<file path="config.mk">
export PLATFORM = sky130hd
export DESIGN_NAME = srq_poll_unit
export DESIGN_NICKNAME = d
export VERILOG_FILES = /design/src/rtl/srq_pkg.sv /design/src/rtl/srq_sync.sv /design/src/rtl/srq_set_pulse.sv /design/src/rtl/srq_req_latch.sv /design/src/rtl/srq_bus_drv.sv /design/src/rtl/srq_poll_unit.sv
export SDC_FILE = /design/constraint.sdc
export NUM_CORES = 1
export LEC_CHECK = 0
export ABC_CLOCK_PERIOD_IN_PS = 4700
export BUFFER_PORTS_ARGS = -buffer_cell sky130_fd_sc_hd__buf_4
export CORE_ASPECT_RATIO = 0.6
export CORE_MARGIN = 1.5
export CORE_UTILIZATION = 45
export CTS_CLUSTER_SIZE = 16
export DETAILED_ROUTE_END_ITERATION = 7
export PLACE_DENSITY = 0.79
export SYNTH_ARGS = -nofsm -noshare
export SYNTH_HDL_FRONTEND = slang
export SYNTH_HIERARCHICAL = 1
export SYNTH_SLANG_ARGS = --single-unit
</file>
<file path="constraint.sdc">
create_clock -name clk -period 4.7 [get_ports clk]
set_input_delay 0.94 -clock clk [delete_from_list [all_inputs] [get_ports clk]]
set_output_delay 0.94 -clock clk [all_outputs]
set_load 0.005 [all_outputs]
</file>
<file path="src/rtl/srq_pkg.sv">
// Package: shared types for the service-request block.
// Assumes: nothing; holds only the grouping of the asynchronous host/sensor levels.
package srq_pkg;

    // Asynchronous levels that share one synchroniser bank.
    typedef struct packed {
        logic hi;     // drift toward high limit
        logic lo;     // drift toward low limit
        logic poll;   // host poll strobe
        logic addr;   // host high address line
    } srq_async_t;

    localparam int unsigned ASYNC_W = $bits(srq_async_t);

endpackage

</file>
<file path="src/rtl/srq_sync.sv">
// Module: srq_sync
// Multi-stage synchroniser bank for W independent single-bit levels.
// Assumes: each bit is a level, not a pulse shorter than a clock period;
// STAGES >= 1; output is the last stage.
module srq_sync #(
    parameter int unsigned W      = 4,
    parameter int unsigned STAGES = 2
) (
    input  logic         clk,
    input  logic         rst_n,
    input  logic [W-1:0] d_i,
    output logic [W-1:0] q_o
);

    logic [STAGES-1:0][W-1:0] stg_q;

    generate
        if (STAGES == 1) begin : g_single
            // Single capture stage.
            always_ff @(posedge clk) begin
                if (!rst_n) stg_q <= '0;
                else        stg_q <= d_i;
            end
        end else begin : g_chain
            // Shift each level one stage deeper per clock.
            always_ff @(posedge clk) begin
                if (!rst_n) stg_q <= '0;
                else        stg_q <= {stg_q[STAGES-2:0], d_i};
            end
        end
    endgenerate

    assign q_o = stg_q[STAGES-1];

endmodule

</file>
<file path="src/rtl/srq_set_pulse.sv">
// Module: srq_set_pulse
// Detects a rising edge of the OR of the two drift levels and stretches it
// into a set pulse of PULSE_CYC cycles. A new pulse starts only when armed.
// Assumes: levels are already synchronised; PULSE_CYC >= 1.
module srq_set_pulse #(
    parameter int unsigned PULSE_CYC = 1000
) (
    input  logic clk,
    input  logic rst_n,
    input  logic warn_i,    // OR of synchronised drift levels
    input  logic armed_i,   // request currently clear
    output logic start_o,   // first cycle of a pulse
    output logic hold_o     // pulse active (start cycle included)
);

    localparam int unsigned CW = (PULSE_CYC < 2) ? 1 : $clog2(PULSE_CYC);
    localparam logic [CW-1:0] LOAD = CW'(PULSE_CYC - 1);

    logic          warn_prev_q;
    logic [CW-1:0] cnt_q;

    // Remember last warning level for edge detection.
    always_ff @(posedge clk) begin
        if (!rst_n) warn_prev_q <= 1'b0;
        else        warn_prev_q <= warn_i;
    end

    assign start_o = warn_i && !warn_prev_q && armed_i && (cnt_q == '0);
    assign hold_o  = start_o || (cnt_q != '0);

    // Count down the remaining cycles of the set pulse.
    always_ff @(posedge clk) begin
        if (!rst_n)              cnt_q <= '0;
        else if (start_o)        cnt_q <= LOAD;
        else if (cnt_q != '0)    cnt_q <= cnt_q - 1'b1;
    end

    // a started pulse loads its full remaining length.
    p_pulse_load_r4: assert property (@(posedge clk) disable iff (!rst_n)
        start_o |=> (cnt_q == LOAD));

    // no new pulse can start while one is running.
    p_no_retrigger_r9: assert property (@(posedge clk) disable iff (!rst_n)
        (cnt_q != '0) |-> !start_o);

endmodule

</file>
<file path="src/rtl/srq_req_latch.sv">
// Module: srq_req_latch
// The request latch: set while the set pulse is active, cleared by a falling
// edge of the address level while the identity bus line reads low.
// Assumes: address level synchronised; bus read-back synchronous to clk.
module srq_req_latch (
    input  logic clk,
    input  logic rst_n,
    input  logic set_hold_i,  // set pulse active (dominates clear)
    input  logic addr_i,      // synchronised address level
    input  logic line_low_i,  // identity line reads low on the bus
    output logic req_o
);

    logic addr_prev_q;
    logic ack_fall;

    // Remember last address level for falling-edge detection.
    always_ff @(posedge clk) begin
        if (!rst_n) addr_prev_q <= 1'b0;
        else        addr_prev_q <= addr_i;
    end

    assign ack_fall = addr_prev_q && !addr_i;

    // Set-dominant request latch with handshake clear.
    always_ff @(posedge clk) begin
        if (!rst_n)                                req_o <= 1'b0;
        else if (set_hold_i)                       req_o <= 1'b1;
        else if (req_o && ack_fall && line_low_i)  req_o <= 1'b0;
    end

    // an active set pulse leaves the request latched.
    p_set_on_pulse_r3: assert property (@(posedge clk) disable iff (!rst_n)
        set_hold_i |=> req_o);

    // the request only drops after a qualified acknowledge.
    p_clear_on_ack_r7: assert property (@(posedge clk) disable iff (!rst_n)
        (req_o && !set_hold_i && ack_fall && line_low_i) |=> !req_o);

    // an acknowledge with the line high keeps the request.
    p_keep_on_nack_r8: assert property (@(posedge clk) disable iff (!rst_n)
        (req_o && ack_fall && !line_low_i) |=> req_o);

endmodule

</file>
<file path="src/rtl/srq_bus_drv.sv">
// Module: srq_bus_drv
// Builds per-line drive-low enables: identity line during a poll, two status
// lines during a status read, nothing on any other line.
// Assumes: ID_BIT, HI_BIT and LO_BIT are distinct and below DATA_W.
module srq_bus_drv #(
    parameter int unsigned DATA_W = 8,
    parameter int unsigned ID_BIT = 2,
    parameter int unsigned HI_BIT = 0,
    parameter int unsigned LO_BIT = 1
) (
    input  logic              req_i,
    input  logic              poll_i,
    input  logic              addr_i,
    input  logic              stat_rd_i,
    input  logic              hi_i,
    input  logic              lo_i,
    output logic [DATA_W-1:0] pull_o
);

    generate
        for (genvar b = 0; b < DATA_W; b++) begin : g_line
            if (b == ID_BIT) begin : g_id
                assign pull_o[b] = req_i && poll_i && addr_i;
            end else if (b == HI_BIT) begin : g_hi
                assign pull_o[b] = stat_rd_i && !hi_i;
            end else if (b == LO_BIT) begin : g_lo
                assign pull_o[b] = stat_rd_i && !lo_i;
            end else begin : g_idle
                assign pull_o[b] = 1'b0;
            end
        end
    endgenerate

endmodule

</file>
<file path="src/rtl/srq_poll_unit.sv">
// Module: srq_poll_unit (top)
// Drift service-request latch with poll responder and status read.
// Assumes: drift, poll and address inputs asynchronous; stat_rd_i and bus_i
// synchronous to clk; bus_i is the wired-AND of all drivers on the bus.
module srq_poll_unit #(
    parameter int unsigned DATA_W      = 8,
    parameter int unsigned ID_BIT      = 2,
    parameter int unsigned HI_BIT      = 0,
    parameter int unsigned LO_BIT      = 1,
    parameter int unsigned SYNC_STAGES = 2,
    parameter int unsigned SET_CYC     = 1000
) (
    input  logic              clk,
    input  logic              rst_n,
    input  logic              drift_hi_i,
    input  logic              drift_lo_i,
    input  logic              poll_i,
    input  logic              addr_hi_i,
    input  logic              stat_rd_i,
    input  logic [DATA_W-1:0] bus_i,
    output logic [DATA_W-1:0] bus_pull_o,
    output logic              req_n_o
);
    import srq_pkg::*;

    srq_async_t raw, syn;
    logic       start, hold, req;

    assign raw = '{hi: drift_hi_i, lo: drift_lo_i, poll: poll_i, addr: addr_hi_i};

    srq_sync #(.W(ASYNC_W), .STAGES(SYNC_STAGES)) u_sync (
        .clk   (clk),
        .rst_n (rst_n),
        .d_i   (raw),
        .q_o   (syn)
    );

    srq_set_pulse #(.PULSE_CYC(SET_CYC)) u_pulse (
        .clk     (clk),
        .rst_n   (rst_n),
        .warn_i  (syn.hi || syn.lo),
        .armed_i (!req),
        .start_o (start),
        .hold_o  (hold)
    );

    srq_req_latch u_latch (
        .clk        (clk),
        .rst_n      (rst_n),
        .set_hold_i (hold),
        .addr_i     (syn.addr),
        .line_low_i (!bus_i[ID_BIT]),
        .req_o      (req)
    );

    srq_bus_drv #(.DATA_W(DATA_W), .ID_BIT(ID_BIT), .HI_BIT(HI_BIT), .LO_BIT(LO_BIT)) u_bus (
        .req_i     (req),
        .poll_i    (syn.poll),
        .addr_i    (syn.addr),
        .stat_rd_i (stat_rd_i),
        .hi_i      (syn.hi),
        .lo_i      (syn.lo),
        .pull_o    (bus_pull_o)
    );

    assign req_n_o = !req;

    // with no request pending the identity line is never pulled.
    p_idle_quiet_r6: assert property (@(posedge clk) disable iff (!rst_n)
        req_n_o |-> !bus_pull_o[ID_BIT]);

    // the cycle after reset the request output is released.
    p_reset_release_r2: assert property (@(posedge clk)
        !rst_n |=> req_n_o);

endmodule

</file>
[Yosys cells after proc, flatten, opt, wreduce, memory -nomap -nowiden]
Cells that the tools add are included.
Word-level totals
  register bits after elaboration: 21
  output and inout bits: 9
  word-level logic and storage cells: 36
Operators by class
  $add $sub $neg: 1
  multiplexer cells: 4
  bitwise logic cells: 1
  reductions and logical operators: 23
Operator list (number)
  $mux W10: 2
  $logic_and A1 B1 Y1: 10
  $logic_not A10 Y1: 1
  $reduce_bool A10 Y1: 1
  $sub A10 B1 Y10 const B: 1
  $logic_not A1 Y1: 6
  $reduce_bool A2 Y1: 2
  $logic_or A1 B1 Y1: 2
  $mux W1: 2
  $reduce_or A2 Y1: 1
  $not A1 Y1: 1

[Longest topological paths before layout]
Gate-level depths: netlist of run 1.
  depth in word-level cells: 6
  gate-level depth with buffers: 8
  depth with buffers taken out: 7

[Modules after synthesis]
The synthesis of run 1 kept the hierarchy.
By module, submodules not included
  srq_set_pulse: instances 1, cells each 70, area an instance 583.1 µm², sequential area each 220.2 µm²
  srq_sync: instances 1, cells each 20, area an instance 240.2 µm², sequential area each 160.2 µm²
  srq_bus_drv: instances 1, cells each 9, area an instance 75.1 µm², sequential area each 0.0 µm²
  srq_req_latch: instances 1, cells each 6, area an instance 65.1 µm², sequential area each 40.0 µm²
  srq_poll_unit: instances 1, cells each 3, area an instance 13.8 µm², sequential area each 0.0 µm²

[Worst setup path before layout of run 1]
OpenSTA, ideal clock, no wires.
  path type: register -> register
  start: register u_pulse.cnt_q[0]
  end: register u_latch.req_o
  setup time: 0.122 ns
  arrival: 1.981 ns
  path slack: 2.597 ns
  stages on the path, launching flop included: 9
  path buffers: 1
  period minus slack after synthesis: 2.103 ns
  cells stage by stage: dfxtp_1 -> inv_1 -> ha_1 -> or4b_1 -> or3_1 -> buf_2 -> nand2b_1 -> nor4bb_1 -> nor2_1
On the way
  cells in the longest elaborated chain, start to end: 4
  elaborated cells on any way between the ends: 6
  classes of those cells: mux (1); reduce/logical (5)
RTL lines
  start, declared: RTL line srq_set_pulse.sv:20  | logic [CW-1:0] cnt_q;
  start signal, assigned: RTL line srq_set_pulse.sv:35  | else if (cnt_q != '0) cnt_q <= cnt_q - 1'b1;
  $logic_not A10 Y1: RTL line srq_set_pulse.sv:28  | assign start_o = warn_i && !warn_prev_q && armed_i && (cnt_q == '0);
  $logic_and A1 B1 Y1: RTL line srq_set_pulse.sv:28
  $logic_or A1 B1 Y1 (*): RTL line srq_set_pulse.sv:29  | assign hold_o = start_o || (cnt_q != '0);
  via hold: RTL line srq_poll_unit.sv:27  | logic start, hold, req;
  $mux W1 or $reduce_bool A2 Y1 (tied branches)
  end signal, assigned: RTL line srq_req_latch.sv:27  | if (!rst_n) req_o <= 1'b0;
  end signal, assigned: RTL line srq_req_latch.sv:28  | else if (set_hold_i) req_o <= 1'b1;
  end signal, assigned: RTL line srq_req_latch.sv:29  | else if (req_o && ack_fall && line_low_i) req_o <= 1'b0;
  end, declared: RTL line srq_req_latch.sv:11  | output logic req_o
Mark *: on every way through the listed nets, which the timed path passes. The rest lies on a longest branch.
A chain may end at the register's enable or synchronous reset.

[Worst setup path after layout of run 1]
Same ends and word-level chain as after synthesis.

==> impl_metrics.csv, run 1 <==
group,metric,value,unit
logic_synthesis,ys_types,35,
logic_synthesis,avgSynthCellArea,9.048,um^2
cts,clock_latency,0.30,ns
cells_and_area,seq_area,420.4,um^2
placement,place_congestion,0.8072,
cells_and_area,finalNonFillerCells,143,
hold_path,hold_path.class,"flop to flop",
logic_synthesis,synth_common_cells,"dfxtp_1 (21), and2_1 (11), buf_4 (9)",
power_and_ir_drop,power.leakage,0.0004611,uW
setup_path,reg2reg_depth,7,
logic_synthesis,synth-seq-cells,21,
routing,dr.pass1.iters,4,
cells_and_area,layout-drive-gt1-share,14.78,%
timing,fin_setup_tns,0,ns
timing,rsz0062_at_grt,"no",
run,drv_cap,0,
cts,path_clk_slew,0.11,ns
setup_path,worstPathArrival,2.51,ns
cts,cts_root_buf,"clkbuf_4",
logic_synthesis,ys.flop_type,"dfxtp_1",
setup_path,cp_cell_sequence,"inv_1 -> ha_1 -> or4b_1 -> or3_1 -> nand2b_1 -> nor4bb_1 -> nor2_1",
setup_path,crit_buf_inv,1,
cells_and_area,multi_input_area,467.9,um^2
timing,slew_headroom,60.25,%
logic_synthesis,synth_top_area_cell,"dfxtp_1",
global_routing,antenna_found_initial,0,
placement,dp_cells,139,
floorplanning,rows,12,
cts,cts_hold_buf,0,
routing,viasPerCell,5.098,
logic_synthesis,yosysTopAreaCellShare,43.02,%
routing,antenna_left,0,
timing,setup_viol,0,
setup_path,slowest_stage,"or4b_1",
cts,cts_buffers,3,
setup_path,timing_worst_setup_path_type,"flop to flop",
cts,numClockSinks,21,
cts,post_cts_resize_count,0,
floorplanning,die_x,63.16,um
setup_path,crit_family,"simple AND/OR/NAND/NOR gates",
timing,slew_viol_final,0,
power_and_ir_drop,p_sw,264.3,uW
floorplanning,start_util,50.06,%
cells_and_area,syn2layout_area_growth,7.938,%
power_and_ir_drop,p_sw_share,40.48,%
power_and_ir_drop,clockPowerShare,13.1,%
setup_path,reg2reg_to,"u_latch/req_o",
cts,cts_buffer_depth,2,
setup_path,cp_num_cells,7,
placement,dp_hpwl,1285,um
global_routing,grt_max_degree,16,
setup_path,worstPathRequired,4.90,ns
hold_path,whs_endpoint,"u_sync/q_o[1]",
routing,dr.first_iter.drc_count,28,
global_routing,overflow,0,
routing,finalWirelength,1749,um
cts,post_cts_buffers,0,
logic_synthesis,syn_area,977.2,um^2
timing,min_period,2.310,ns
power_and_ir_drop,seqPwrFrac,41.9,%
cells_and_area,fin_nets,133,
cells_and_area,nFillCells,186,
routing,drc,0,
setup_path,worstPathMaxFanout,8,
logic_synthesis,synth_area_leaders,"dfxtp_1 (43%), and2_1 (7.0%), buf_4 (6.9%)",
global_routing,grt_pass1_wl,2960,um
power_and_ir_drop,p_comb_share,45.1,%
power_and_ir_drop,ir_drop,0.2487,mV
logic_synthesis,synth_cells,108,
timing,worstMarginPinSlew,0.5880,ns
timing,hold_viol,0,
floorplanning,die_h,39.10,um
global_routing,grt_util_all_layers,16.66,%
cts,cts_tree,"yes",
logic_synthesis,synth_edf_count,0,
hold_path,min_from,"u_sync/stg_q[1]",
placement,port_buffers,11,
floorplanning,die_area,2469,um^2
logic_synthesis,seq_area_frac_synth,43.02,%
logic_synthesis,synth_most_common_cell,"dfxtp_1",
floorplanning,num_io_pins,24,
global_routing,grt_pass1_vias,655,
cts,htree_num_levels,1,
power_and_ir_drop,internal_power,388.6,uW
cells_and_area,antenna_cells,0,
timing,finClkSkew,0.003909,ns
setup_path,ff2ff_setup_slack,2.39,ns
outcome,status,"complete, no violations",
timing,fin_crit_sh,49.15,%
setup_path,worstSetupStartpointType,"flop",
setup_path,slowest_delay,0.51,ns
logic_synthesis,synthArstFlopShare,0,%
power_and_ir_drop,power_density,619.0,nW/um^2
hold_path,holdPathStages,1,
routing,vias,729,
timing,fmax,432.9,MHz
logic_synthesis,yosysWarnings,6,
routing,drt-wirelength-per-cell,12.23,um
setup_path,endpoint_kind,"flop",
floorplanning,core,1952,um^2
setup_path,reg2reg_from,"u_pulse/cnt_q[0]",
==> layer usage <==
layer | up-vias | global-route usage (%) | part of all wire [%] | wire length, um
li1 | 372 | - | - | -
met1 | 332 | 20.21 | 48 | 846
met2 | 23 | 27.13 | 44 | 763
met3 | 2 | 5.539 | 7.1 | 124
met4 | 0 | 8.333 | 0.86 | 15
met5 | - | 0 | 0 | 0
==> per-stage QoR <==
stage	worst slack (ns)	area, um^2	hold WS, ns	power [uW]	utilization (%)
detailed placement	2.434	1028	0.4206	566.6	52.69
floorplan	2.597	992.2	0.4118	513.9	-
finish	2.390	1055	0.4435	652.9	54.04
CTS	2.398	1055	0.4477	653.4	54.04
global placement	2.451	1028	0.4144	551.0	52.69
global route	2.225	1055	0.4875	708.2	54.04
==> state kept, by name (all words and copies together), names as in the netlist <==
| name | cells |
|---|---|
| u_pulse/cnt_q | 10 |
| u_sync/q_o | 4 |
| u_sync/stg_q | 4 |
| u_latch/addr_prev_q | 1 |
| u_latch/req_o | 1 |
| u_pulse/warn_prev_q | 1 |
==> cells in the final DEF (no fill, tap or decap), drive strengths merged, types with 4 or more instances in the layout <==
cell    count
a211oi      4
buf        11
conb        5
dfxtp      21
nor2        6
and2       11
inv         6
clkbuf      4
nor3        4
nand2       7
==> how the worst max path moves through the flow <==
stage | to | startpoint
4_1_cts | u_latch/req_o | u_pulse/cnt_q[0]
5_1_grt | u_latch/req_o | u_pulse/cnt_q[0]
3_5_place_dp | u_latch/req_o | u_pulse/cnt_q[0]
6_report | u_latch/req_o | u_pulse/cnt_q[0]
2_1_floorplan | u_latch/req_o | u_pulse/cnt_q[0]
3_3_place_gp | u_latch/req_o | u_pulse/cnt_q[0]
==> logic make-up after synthesis <==
group / after synthesis / synth area share, %
other: 1 / 0.3838
AND/OR/NAND/NOR: 45 / 28.17
flip-flops: 21 / 43.02
AO/OA/AOI/OAI: 18 / 12.29
adder cells (fa/ha/maj): 2 / 2.560
multiplexers: 2 / 2.049
buffers and inverters: 18 / 10.63
XOR/XNOR: 1 / 0.8965
==> worst reg2reg max path, cell delays in order (launching register included) <==
cell and delay, ns:
dfxtp_1 0.36, inv_1 0.09, ha_1 0.22, or4b_1 0.51, or3_1 0.47, nand2b_1 0.21
nor4bb_1 0.28, nor2_1 0.07
==> cell type report <==
| class | count | share of cell area, % |
|---|---|---|
| Sequential cell | 21 | 39.86 |
| Inverter | 6 | 2.135 |
| Clock buffer | 4 | 2.491 |
| Timing Repair Buffer | 11 | 7.829 |
| Multi-Input combinational cell | 73 | 44.37 |
| Tap cell | 28 | 3.321 |
==> power groups by stage <==
| stage | clock (uW) | combinational [uW] | sequential, uW |
|---|---|---|---|
| floorplan | 0 | 256 | 257 |
| global placement | 0 | 278 | 273 |
| detailed placement | 0 | 290 | 277 |
| CTS | 88.3 | 293 | 272 |
| global route | 99.3 | 328 | 281 |
| finish | 85.2 | 294 | 273 |
Note: power is estimated with default switching activity, not from simulation.
==> run 2: changes to the inputs <==
--- a/config.mk
+++ b/config.mk
@@ -5,14 +5,14 @@
 export SDC_FILE = /design/constraint.sdc
 export NUM_CORES = 1
 export LEC_CHECK = 0
-export ABC_CLOCK_PERIOD_IN_PS = 4700
+export ABC_CLOCK_PERIOD_IN_PS = 2100
 export BUFFER_PORTS_ARGS = -buffer_cell sky130_fd_sc_hd__buf_4
 export CORE_ASPECT_RATIO = 0.6
 export CORE_MARGIN = 1.5
 export CORE_UTILIZATION = 45
 export CTS_CLUSTER_SIZE = 16
 export DETAILED_ROUTE_END_ITERATION = 7
-export PLACE_DENSITY = 0.79
+export PLACE_DENSITY = 0.82
 export SYNTH_ARGS = -nofsm -noshare
 export SYNTH_HDL_FRONTEND = slang
 export SYNTH_HIERARCHICAL = 1
==> constraint.sdc (replaced) <==
create_clock -name clk -period 2.1 [get_ports clk]
set_input_delay 0.42 -clock clk [delete_from_list [all_inputs] [get_ports clk]]
set_output_delay 0.42 -clock clk [all_outputs]
set_load 0.005 [all_outputs]
==> impl_metrics.csv, run 2 (synthesis results as in run 1) <==
group,metric,value,unit
timing,setup_viol,0,
cts,cts_tree,"yes",
cells_and_area,antenna_cells,0,
cells_and_area,final_cell_mix,"dfxtp_1 (19), buf_4 (16), and2_1 (11), nand2_1 (7), nor2_1 (6)",
power_and_ir_drop,clockPowerShare,11.9,%
cts,cts_buffer_depth,2,
outcome,status,"complete, no violations",
cells_and_area,largest_reg_flops,10,
floorplanning,start_util,50.06,%
setup_path,worstPathArrival,2.23,ns
power_and_ir_drop,p_sw,651.8,uW
cts,clock_latency,0.32,ns
floorplanning,die_x,63.16,um
cells_and_area,syn2layout_area_growth,15.88,%
timing,min_period,2.004,ns
power_and_ir_drop,seqPwrFrac,37.9,%
routing,vias,760,
cts,path_clk_slew,0.12,ns
setup_path,worstPathRequired,2.32,ns
run,drv_cap,0,
placement,dp_hpwl,1442,um
global_routing,antenna_found_initial,0,
power_and_ir_drop,p_comb_share,50.2,%
cells_and_area,layout-drive-gt1-share,26.67,%
cts,numClockSinks,21,
power_and_ir_drop,internal_power,997.8,uW
setup_path,crit_buf_inv,1,
setup_path,worstSetupStartpointType,"flop",
global_routing,overflow,0,
setup_path,slowest_delay,0.47,ns
routing,dr.first_iter.drc_count,25,
floorplanning,die_h,39.10,um
timing,worstMarginPinSlew,0.5548,ns
power_and_ir_drop,power.leakage,0.0005027,uW
routing,antenna_left,0,
floorplanning,die_area,2469,um^2
hold_path,hold_path.class,"input port to flop",
global_routing,grt_util_all_layers,16.34,%
power_and_ir_drop,ir_drop,0.6254,mV
timing,hold_viol,0,
global_routing,grt_pass1_wl,2904,um
floorplanning,num_io_pins,24,
cells_and_area,layout_commonest_cell,"dfxtp_1",
timing,slew_headroom,62.49,%
cells_and_area,regMostFlops,"u_pulse/cnt_q",
global_routing,grt_max_degree,16,
setup_path,slowest_stage,"or4b_4",
floorplanning,rows,12,
routing,viasPerCell,5.135,
routing,dr.pass1.iters,4,
floorplanning,core,1952,um^2
timing,slew_viol_final,0,
placement,port_buffers,11,
setup_path,cp_cell_sequence,"inv_2 -> ha_2 -> or4b_4 -> or3_4 -> nand2b_4 -> nor4bb_4 -> nor2_1",
setup_path,endpoint_kind,"flop",
global_routing,grt_pass1_vias,688,
timing,fmax,498.9,MHz
setup_path,crit_family,"simple AND/OR/NAND/NOR gates",
timing,finClkSkew,0.01440,ns
cts,htree_num_levels,1,
routing,drc,0,
setup_path,worstPathMaxFanout,4,
routing,drt-wirelength-per-cell,12.61,um
timing,setup_ws,0.09576,ns
timing,fin_crit_sh,95.44,%
cells_and_area,fin_nets,138,
placement,dp_slack,-0.001057,ns
setup_path,timing_worst_setup_path_type,"flop to flop",
cts,cts_buffers,3,
power_and_ir_drop,p_sw_share,39.51,%
routing,finalWirelength,1867,um
power_and_ir_drop,power_density,1457,nW/um^2
placement,place_congestion,0.8026,
cts,cts_root_buf,"clkbuf_4",
power_and_ir_drop,finalPower,1650,uW
==> run 2: changes by cell type in the layout (fill, tap and decap cells not counted), sizes merged <==
cell and delta:
buf +5, clkinv +1, clkbuf -1
==> run 2: worst paths after layout <==
kind	from	endpoint	slack, ns	cells past startpoint
setup reg to reg	u_pulse/cnt_q[0]	u_latch/req_o	0.1	7
hold reg to reg	u_sync/stg_q[1]	u_sync/q_o[1]	0.45	1
hold / removal	drift_lo_i	u_sync/stg_q[2]	0.30	2
setup / recovery	u_pulse/cnt_q[0]	u_latch/req_o	0.1	7
==> run 2: area by class of cell <==
class | count | area [um^2]
multi-input combinational | 73 | 501.7
clock buffer | 3 | 22.52
sequential | 21 | 425.4
inverter | 6 | 22.52
tap | 28 | 35.03
timing repair buffer | 16 | 120.1
clock inverter | 1 | 5.005
fill | 179 | 819.5
==> run 2: through the flow <==
step / hold slack [ns] / utilization [%] / cells / cell area (um^2) / setup TNS, ns
after floorplan: 0.4118 / - / 112 / 996.0 / 0
after global placement: 0.4149 / 54.04 / 142 / 1055 / 0
after detailed placement: 0.4303 / 54.04 / 142 / 1055 / -0.001057
after CTS: 0.3082 / 55.45 / 146 / 1082 / 0
after global routing: 0.2836 / 58.01 / 148 / 1132 / -0.007248
final: 0.2966 / 58.01 / 148 / 1132 / 0
==> run 2: power by group through the flow <==
stage	clock [uW]	sequential (uW)	combinational, uW
final	196	625	829
after global routing	219	642	903
after CTS	195	612	747
after detailed placement	0	621	744
after global placement	0	611	692
after floorplan	0	578	588
==> run 2: routing by layer <==
layer	vias up	global-route usage (%)	part of all wire, %
li1	387	-	-
met1	342	18.32	45
met2	27	30.05	48
met3	4	6.122	5.8
met4	0	4.444	1.1
met5	-	0	0
==> run 2: timing repair <==
item,in CTS,in global routing
hold buffers,0,0
endpoints found under the setup margin,1,4
cloned,0,0
setup buffers,0,2
pin swaps,1,2
resized for setup,0,10
==> run 3: changes to the inputs <==
--- a/config.mk
+++ b/config.mk
@@ -5,14 +5,15 @@
 export SDC_FILE = /design/constraint.sdc
 export NUM_CORES = 1
 export LEC_CHECK = 0
-export ABC_CLOCK_PERIOD_IN_PS = 2100
+export ABC_AREA = 1
+export ABC_CLOCK_PERIOD_IN_PS = 1640
 export BUFFER_PORTS_ARGS = -buffer_cell sky130_fd_sc_hd__buf_4
 export CORE_ASPECT_RATIO = 0.6
 export CORE_MARGIN = 1.5
 export CORE_UTILIZATION = 45
 export CTS_CLUSTER_SIZE = 16
 export DETAILED_ROUTE_END_ITERATION = 7
-export PLACE_DENSITY = 0.82
+export PLACE_DENSITY = 0.81
 export SYNTH_ARGS = -nofsm -noshare
 export SYNTH_HDL_FRONTEND = slang
 export SYNTH_HIERARCHICAL = 1
==> constraint.sdc (replaced) <==
create_clock -name clk -period 1.64 [get_ports clk]
set_input_delay 0.328 -clock clk [delete_from_list [all_inputs] [get_ports clk]]
set_output_delay 0.328 -clock clk [all_outputs]
set_load 0.005 [all_outputs]
==> impl_metrics.csv, run 3 <==
group,metric,value,unit
routing,dr.pass1.iters,4,
cells_and_area,regMostFlops,"u_pulse/cnt_q",
power_and_ir_drop,power.leakage,0.0006974,uW
cells_and_area,layout_commonest_cell,"nand2_1",
logic_synthesis,syn_area,1117,um^2
cts,cts_tree,"yes",
placement,placed_area,1180,um^2
timing,finClkSkew,0.001642,ns
cts,cts_hold_buf,0,
power_and_ir_drop,power_density,1966,nW/um^2
cells_and_area,syn2layout_area_growth,9.630,%
cells_and_area,final_cell_mix,"nand2_1 (37), inv_1 (36), dfxtp_1 (21), buf_4 (11), nor2_1 (11)",
cts,post_cts_resize_count,0,
setup_path,timing_worst_setup_path_type,"flop to flop",
cts,cts_buffer_depth,2,
cts,cts_root_buf,"clkbuf_8",
placement,dp_hpwl,1706,um
timing,fin_setup_tns,0,ns
global_routing,grt_pass1_vias,834,
hold_path,hold_path.class,"input port to flop",
cells_and_area,layout-drive-gt1-share,18.56,%
global_routing,antenna_found_initial,0,
routing,drt-wirelength-per-cell,10.66,um
timing,slew_viol_final,0,
timing,rsz0062_at_grt,"no",
floorplanning,rows,13,
setup_path,endpoint_kind,"flop",
routing,finalWirelength,2101,um
floorplanning,die_area,2801,um^2
cts,numClockSinks,21,
logic_synthesis,avgSynthCellArea,7.072,um^2
global_routing,grt_max_degree,18,
routing,antenna_left,0,
setup_path,worstPathArrival,1.51,ns
cells_and_area,fin_area,1225,um^2
cells_and_area,largest_reg_flops,10,
routing,vias,898,
logic_synthesis,yosysWarnings,6,
floorplanning,die_x,67.33,um
timing,fin_crit_sh,81.17,%
timing,min_period,1.331,ns
timing,setup_viol,0,
setup_path,worstPathMaxFanout,4,
cts,clock_latency,0.25,ns
routing,viasPerCell,4.558,
setup_path,worstSetupStartpointType,"flop",
power_and_ir_drop,ir_drop,0.8303,mV
placement,place_congestion,0.8806,
global_routing,grt_pass1_wl,3691,um
timing,fmax,751.2,MHz
routing,dr.first_iter.drc_count,13,
global_routing,overflow,0,
cells_and_area,nFillCells,222,
cells_and_area,antenna_cells,0,
run,drv_cap,0,
cells_and_area,fin_nets,185,
floorplanning,num_io_pins,24,
floorplanning,start_util,49.42,%
cts,htree_num_levels,1,
timing,hold_viol,0,
cts,cts_buffers,3,
setup_path,worstPathRequired,1.82,ns
logic_synthesis,synth_cells,158,
cts,post_cts_buffers,0,
placement,port_buffers,11,
global_routing,grt_util_all_layers,17.25,%
outcome,status,"complete, no violations",
floorplanning,core,2261,um^2
routing,drc,0,
floorplanning,die_h,41.60,um
cts,path_clk_slew,0.07,ns
==> run 3: cell types whose count changed in the layout (fill, tap and decap cells not counted), sizes merged, moves of 4 or more <==
cell / before / now
a211oi: 4 / 0
a21oi: 3 / 9
and2: 11 / 2
buf: 16 / 11
inv: 6 / 38
nand2: 7 / 40
nand3: 0 / 10
nor2: 6 / 17
nor3: 4 / 0
==> run 3: worst paths after layout <==
| kind | start | end | slack (ns) | cells after the start |
|---|---|---|---|---|
| min reg2reg | u_sync/stg_q[3] | u_sync/q_o[3] | 0.42 | 2 |
| max reg2reg | u_pulse/cnt_q[0] | u_pulse/cnt_q[2] | 0.31 | 6 |
| min | drift_lo_i | u_sync/stg_q[2] | 0.25 | 3 |
| max | u_pulse/cnt_q[0] | u_pulse/cnt_q[2] | 0.31 | 6 |
==> run 3: per-stage QoR <==
stage               utilization, %  power (uW)  worst slack (ns)  instances  hold slack [ns]
global route                 54.18        2618            0.1941        197           0.2627
global placement             52.19        1971            0.4178        193           0.3959
floorplan                        -        1813            0.5315        162           0.3905
detailed placement           52.19        2078            0.3484        193           0.4006
CTS                          54.18        2417            0.3244        197           0.2436
finish                       54.18        2408            0.3089        197           0.2466
==> run 3: report_power, final <==
part | switching [uW] | internal, uW
combinational | 820 | 478
clock | 155 | 173
sequential | 143 | 639
total | 1120 | 1290
==> run 3: final cells by class <==
class	instances	area, um^2	share of cell area [%]
multi-input combinational	93	496.7	40.55
sequential	21	420.4	34.32
inverter	38	142.6	11.64
timing repair buffer	11	82.58	6.742
clock buffer	4	45.04	3.677
tap	30	37.54	3.064
==> run 3: critical path: stages, from the launching register on <==
cell     delay (ns)
dfxtp_1        0.33
inv_1          0.08
ha_1           0.25
and2_1         0.20
nand3_1        0.15
o21ai_1        0.09
a21oi_1        0.15
==> run 3: layer usage <==
metal / global-route usage (%) / vias to the layer above / share of wire [%]
li1: - / 473 / -
met1: 23.53 / 398 / 47
met2: 27.72 / 25 / 48
met3: 4.065 / 2 / 4.6
met4: 3.673 / 0 / 0.81
met5: 0 / - / 0
